### src/rtl/twin_pred_pkg.sv
package twin_pred_pkg;
  typedef enum logic {
    SEQ_IDLE = 1'b0,
    SEQ_RUN  = 1'b1
  } seq_state_e;

  // Operand base after optional redirection
  function automatic logic [31:0] pick_base(input logic act, input logic [31:0] idx,
                                            input logic [31:0] reg_no);
    return act ? idx : reg_no;
  endfunction
endpackage

### src/rtl/tps_first_set.sv
module tps_first_set #(
  parameter int W  = 16,
  parameter int IW = 5
) (
  input  logic [W-1:0]  bits,
  input  logic [IW-1:0] from,
  output logic          found,
  output logic [IW-1:0] pos
);
  logic [W-1:0] masked;

  always_comb begin
    masked = bits & ({W{1'b1}} << from);
    found  = 1'b0;
    pos    = '0;
    // Descending scan leaves the lowest set bit in pos
    for (int k = W - 1; k >= 0; k--) begin
      if (masked[k]) begin
        found = 1'b1;
        pos   = IW'(k);
      end
    end
  end
endmodule

### src/rtl/tps_cursor.sv
module tps_cursor #(
  parameter int VL_MAX = 16,
  parameter int IW     = 5
) (
  input  logic              clk,
  input  logic              rst_n,
  input  logic              clear,
  input  logic              advance,
  input  logic              is_vec,
  input  logic [VL_MAX-1:0] mask,
  input  logic [IW-1:0]     vl,
  output logic [IW-1:0]     eff_pos,
  output logic              past_end
);
  logic [IW-1:0] cur_q;
  logic          hit;
  logic [IW-1:0] hit_pos;

  tps_first_set #(.W(VL_MAX), .IW(IW)) u_enc (
    .bits (mask),
    .from (cur_q),
    .found(hit),
    .pos  (hit_pos)
  );

  always_comb begin
    if (!is_vec)  eff_pos = cur_q;
    else if (hit) eff_pos = hit_pos;
    else          eff_pos = IW'(VL_MAX);
    past_end = (eff_pos >= vl);
  end

  always_ff @(posedge clk or negedge rst_n) begin
    if (!rst_n)       cur_q <= '0;
    else if (clear)   cur_q <= '0;
    else if (advance) cur_q <= is_vec ? eff_pos + IW'(1) : eff_pos;
  end
endmodule

### src/rtl/twin_pred_seq.sv
module twin_pred_seq #(
  parameter int VL_MAX = 16,
  parameter int REG_W  = 5,
  localparam int IW    = $clog2(VL_MAX + 1)
) (
  input  logic              clk,
  input  logic              rst_n,
  input  logic              start,
  input  logic [IW-1:0]     vl,
  input  logic [VL_MAX-1:0] src_mask,
  input  logic [VL_MAX-1:0] dst_mask,
  input  logic              src_vec,
  input  logic              dst_vec,
  input  logic [REG_W-1:0]  src_reg,
  input  logic [REG_W-1:0]  dst_reg,
  input  logic              src_redir_act,
  input  logic [REG_W-1:0]  src_redir_idx,
  input  logic              dst_redir_act,
  input  logic [REG_W-1:0]  dst_redir_idx,
  output logic              out_valid,
  input  logic              out_ready,
  output logic [REG_W-1:0]  out_src,
  output logic [REG_W-1:0]  out_dst,
  output logic              busy,
  output logic              done
);
  import twin_pred_pkg::*;

  seq_state_e        state_q;
  logic [IW-1:0]     vl_q;
  logic [VL_MAX-1:0] smask_q, dmask_q;
  logic              svec_q, dvec_q;
  logic [REG_W-1:0]  sbase_q, dbase_q;
  logic              spent_q;

  logic              accept_start, xfer, finish;
  logic [IW-1:0]     s_pos, d_pos;
  logic              s_end, d_end;

  assign busy         = (state_q == SEQ_RUN);
  assign accept_start = start && !busy;
  assign finish       = busy && (s_end || d_end || spent_q);
  assign out_valid    = busy && !finish;
  assign done         = finish;
  assign xfer         = out_valid && out_ready;
  assign out_src      = sbase_q + REG_W'(s_pos);
  assign out_dst      = dbase_q + REG_W'(d_pos);

  tps_cursor #(.VL_MAX(VL_MAX), .IW(IW)) u_src_cur (
    .clk     (clk),
    .rst_n   (rst_n),
    .clear   (accept_start),
    .advance (xfer),
    .is_vec  (svec_q),
    .mask    (smask_q),
    .vl      (vl_q),
    .eff_pos (s_pos),
    .past_end(s_end)
  );

  tps_cursor #(.VL_MAX(VL_MAX), .IW(IW)) u_dst_cur (
    .clk     (clk),
    .rst_n   (rst_n),
    .clear   (accept_start),
    .advance (xfer),
    .is_vec  (dvec_q),
    .mask    (dmask_q),
    .vl      (vl_q),
    .eff_pos (d_pos),
    .past_end(d_end)
  );

  always_ff @(posedge clk or negedge rst_n) begin
    if (!rst_n) begin
      state_q <= SEQ_IDLE;
      vl_q    <= '0;
      smask_q <= '0;
      dmask_q <= '0;
      svec_q  <= 1'b0;
      dvec_q  <= 1'b0;
      sbase_q <= '0;
      dbase_q <= '0;
      spent_q <= 1'b0;
    end else if (accept_start) begin
      state_q <= SEQ_RUN;
      vl_q    <= vl;
      smask_q <= src_mask;
      dmask_q <= dst_mask;
      svec_q  <= src_vec;
      dvec_q  <= dst_vec;
      sbase_q <= REG_W'(pick_base(src_redir_act, 32'(src_redir_idx), 32'(src_reg)));
      dbase_q <= REG_W'(pick_base(dst_redir_act, 32'(dst_redir_idx), 32'(dst_reg)));
      spent_q <= 1'b0;
    end else if (finish) begin
      state_q <= SEQ_IDLE;
    end else if (xfer && !svec_q && !dvec_q) begin
      spent_q <= 1'b1;  // scalar-scalar: single pair only
    end
  end
endmodule

### config.mk
export PLATFORM = sky130hd
export DESIGN_NAME = twin_pred_seq
export DESIGN_NICKNAME = d
export VERILOG_FILES = /design/src/rtl/twin_pred_pkg.sv /design/src/rtl/tps_first_set.sv /design/src/rtl/tps_cursor.sv /design/src/rtl/twin_pred_seq.sv
export SDC_FILE = /design/constraint.sdc
export NUM_CORES = 1
export LEC_CHECK = 0
export BUFFER_PORTS_ARGS = -buffer_cell sky130_fd_sc_hd__buf_2
export CAP_MARGIN = 30
export CORE_ASPECT_RATIO = 0.6
export CORE_MARGIN = 2
export CORE_UTILIZATION = 45
export DETAILED_ROUTE_END_ITERATION = 7
export PLACE_DENSITY = 0.7
export SYNTH_ARGS = -nofsm -noshare
export SYNTH_HDL_FRONTEND = slang
export SYNTH_SLANG_ARGS = --single-unit
### constraint.sdc
create_clock -name clk -period 4.08 [get_ports clk]
set_clock_uncertainty 0.05 [all_clocks]
set_input_delay 1.224 -clock clk [delete_from_list [all_inputs] [get_ports clk]]
set_output_delay 1.224 -clock clk [all_outputs]
set_load 0.005 [all_outputs]
==> metrics.txt <==
Final ANT Viol Nets=0; top post-synthesis cells by area=dfrtp_1 37%, nand2_1 11%, ha_1 6.1%; DR vias/cell=about 5.6; Final WS setup=-0.789 ns; hold buffer count at CTS=0; most frequent cell after synthesis=nand2_1; Worst setup SP type=flip-flop; IO Port Bufs=77; net count after synthesis=581; failing checks=setup timing; Fillers=651; Tcrit/Tclk final=119%; multi-input logic area=roughly 0.0026 sq mm; main flop type after synthesis=dfrtp_1; initial antenna violation count=0; unique cell type count in the Yosys netlist=63; CTS tree=done; final setup TNS=-5.16 ns; Peak VDD IR=about 0.37 mV; Post-synth top cells=117 x nand2_1, 61 x dfrtp_1, 44 x o21ai_0; Hold Crit Class=reg -> reg; Area growth syn-to-layout=51.0%; area of the die=0.00986 sq mm; WS Path Type=reg -> out; post-layout util=between 70% and 80%; Final setup violation count=10; clock buffer depth=2; P_leak=3.16 nW; R2R cell count=18; Hold Path Depth=2; Seq/Total Area, Yosys=a little under two fifths; vias in the first global route=approximately 4.6k; dpl hpwl=9120 um; unrepaired setup endpoints after global routing=yes; clk sink count=~60; DR iter-0 viols=~360; Worst-Skew Late Latency=0.35 ns; total CTS buffers=9; WL final=~14000 um; grt ovf=0; via count=~4.5k; RePlAce Congestion=about 0.90; Hold Vio Cnt, Final=0; H-Tree Depth=3; R2R Setup Slk=~0.19 ns; Die Ht=a little under 80 um; std cell rows=26; Synth warnings=0; Slew @ Worst Pin=0.769 ns; share of cells above drive strength 1=a little over two fifths; I/O pins=78; top-area cell type share of the netlist area=between 30% and 40%; hold slack=0.440 ns; Root Driver=clkbuf_16; largest net degree at the start of global routing=39; CP required=around 2.8 ns; Residual DRC=0; wire per inst=17.2 um; fin. max-slew vios=0; Max Freq=slightly above 200 MHz; Arr. time, crit path=~3.6 ns; power density over cell area=997 mW/mm^2; fin nets=774; Clk pin slew, worst setup/hold paths=roughly 0.050 ns; EDFF count, synth=0; Die Wd=between 100 and 150 um; global-route wire length before repair=22400 um; TritonRoute pass-1 iters=6; Avg Cell Area, Syn=approximately 8.2 sq um; Syn Inst Count=approximately 500; peak fanout along the critical path=5; post-synth top area cell=dfrtp_1; Period minus WS final=just under 5 ns; Max transition margin=about half; initial core utilization=between 40% and 50%; core area=~0.0087 sq mm; Ant. Diodes=0; GR Util All Layers=between 20% and 30%; outcome=finished with violations; Max-cap violations=0; Synth Register Bits=61; Async S/R FF share, synth=100%; Worst Setup End Kind=output port; Netlist Area Pre-Place=0.00408 sq mm; sequential cell area=0.00154 sq mm
flip-flops by register name, indices dropped and copies added, names as in the netlist:
signal / flops
u_dst_cur.cur_q: 5
sbase_q: 5
vl_q: 5
svec_q: 1
u_src_cur.cur_q: 5
busy: 1
dvec_q: 1
smask_q: 16
dbase_q: 5
dmask_q: 16
spent_q: 1
logic make-up after synthesis:
group,synth area share (%)
simple gates,22.0
compound gates,22.6
flops,37.5
buf+inv,5.56
fa+ha+maj,7.12
mux,2.95
xor+xnor,2.36
worst paths after layout:
kind                               startpoint            endpoint
setup / recovery           u_dst_cur.cur_q[0]          out_dst[4]
min in group asynchronous               rst_n             vl_q[0]
hold reg to reg                    dmask_q[5]          dmask_q[5]
setup reg to reg           u_dst_cur.cur_q[0]  u_src_cur.cur_q[4]
hold / removal                     dmask_q[5]          dmask_q[5]
max in group asynchronous               rst_n  u_src_cur.cur_q[2]
stage by stage:
| stage | area (sq um) | setup WS [ns] | power [W] | cells |
|---|---|---|---|---|
| final | 6150 | -0.789 | 0.00613 | 804 |
| after global routing | 6150 | -0.937 | 0.00657 | 804 |
| after CTS | 6090 | -0.752 | 0.00591 | 804 |
| after detailed placement | 5190 | -0.641 | 0.00437 | 743 |
| after global placement | 5170 | -0.473 | 0.00426 | 742 |
| after floorplan | 4140 | -0.0795 | 0.00297 | 494 |
critical path: stages, from the launching register on:
cell and delay, ns:
dfrtp_2 0.39, buf_12 0.13, buf_6 0.10, inv_4 0.03, o21a_1 0.09, o31a_1 0.25, o41a_1 0.45, o31ai_2 0.09
or2_1 0.17, a21boi_4 0.20, inv_2 0.07, ha_4 0.16, fa_2 0.35, a21o_1 0.19, a21oi_2 0.14, xor2_1 0.19
xnor2_1 0.14, buf_2 0.13
cell usage in the layout (no fill, tap or decap), drive strengths merged, types with 2 or more instances in the layout:
| master | n |
|---|---|
| a21boi | 7 |
| clkbuf | 13 |
| dfrtp | 61 |
| o31ai | 5 |
| a21oi | 22 |
| a311oi | 2 |
| a21bo | 4 |
| xnor2 | 6 |
| mux2i | 12 |
| nor2 | 23 |
| a211oi | 2 |
| nand2 | 117 |
| and2 | 4 |
| nor4 | 2 |
| xor2 | 5 |
| nor3 | 3 |
| a221oi | 2 |
| o221a | 2 |
| fa | 2 |
| or2 | 3 |
| o21a | 3 |
| or3 | 2 |
| nand3 | 17 |
| nand2b | 9 |
| o31a | 3 |
| o211ai | 6 |
| buf | 212 |
| a31oi | 7 |
| o21ai | 47 |
| a31o | 4 |
| inv | 20 |
| and3 | 3 |
| nor2b | 13 |
| a21o | 9 |
| nand4 | 3 |
| ha | 20 |
layout make-up:
| type | instances | share of cell area (%) |
|---|---|---|
| Multi-Input combinational cell | 383 | 42.2 |
| Sequential cell | 61 | 25.0 |
| Timing Repair Buffer | 212 | 24.2 |
| Clock buffer | 13 | 4.39 |
| Tap cell | 112 | 2.28 |
| Inverter | 20 | 1.26 |
| Clock inverter | 3 | 0.691 |
per-layer routing:
metal	wire, um	global-route usage, %	up-vias
met1	6230	39.6	2106
met5	0	0	-
met2	6010	44.5	241
li1	-	-	2111
met3	1250	10.0	36
met4	291	8.57	0
power breakdown:
group / leakage, nW / internal, W / switching (W)
clock network: 0.152 / 0.000521 / 0.000281
logic: 2.25 / 0.00216 / 0.00198
registers: 0.754 / 0.000889 / 0.000303
total: 3.16 / 0.00357 / 0.00257
timing repair:
item | CTS | global route
buffers inserted | 46 | 12
endpoints found under the setup margin | 12 | 15
endpoints found under the hold margin | 0 | 0
resized for setup | 60 | 18
pin swaps | 27 | 14
Power figures use the tool's default switching activity.
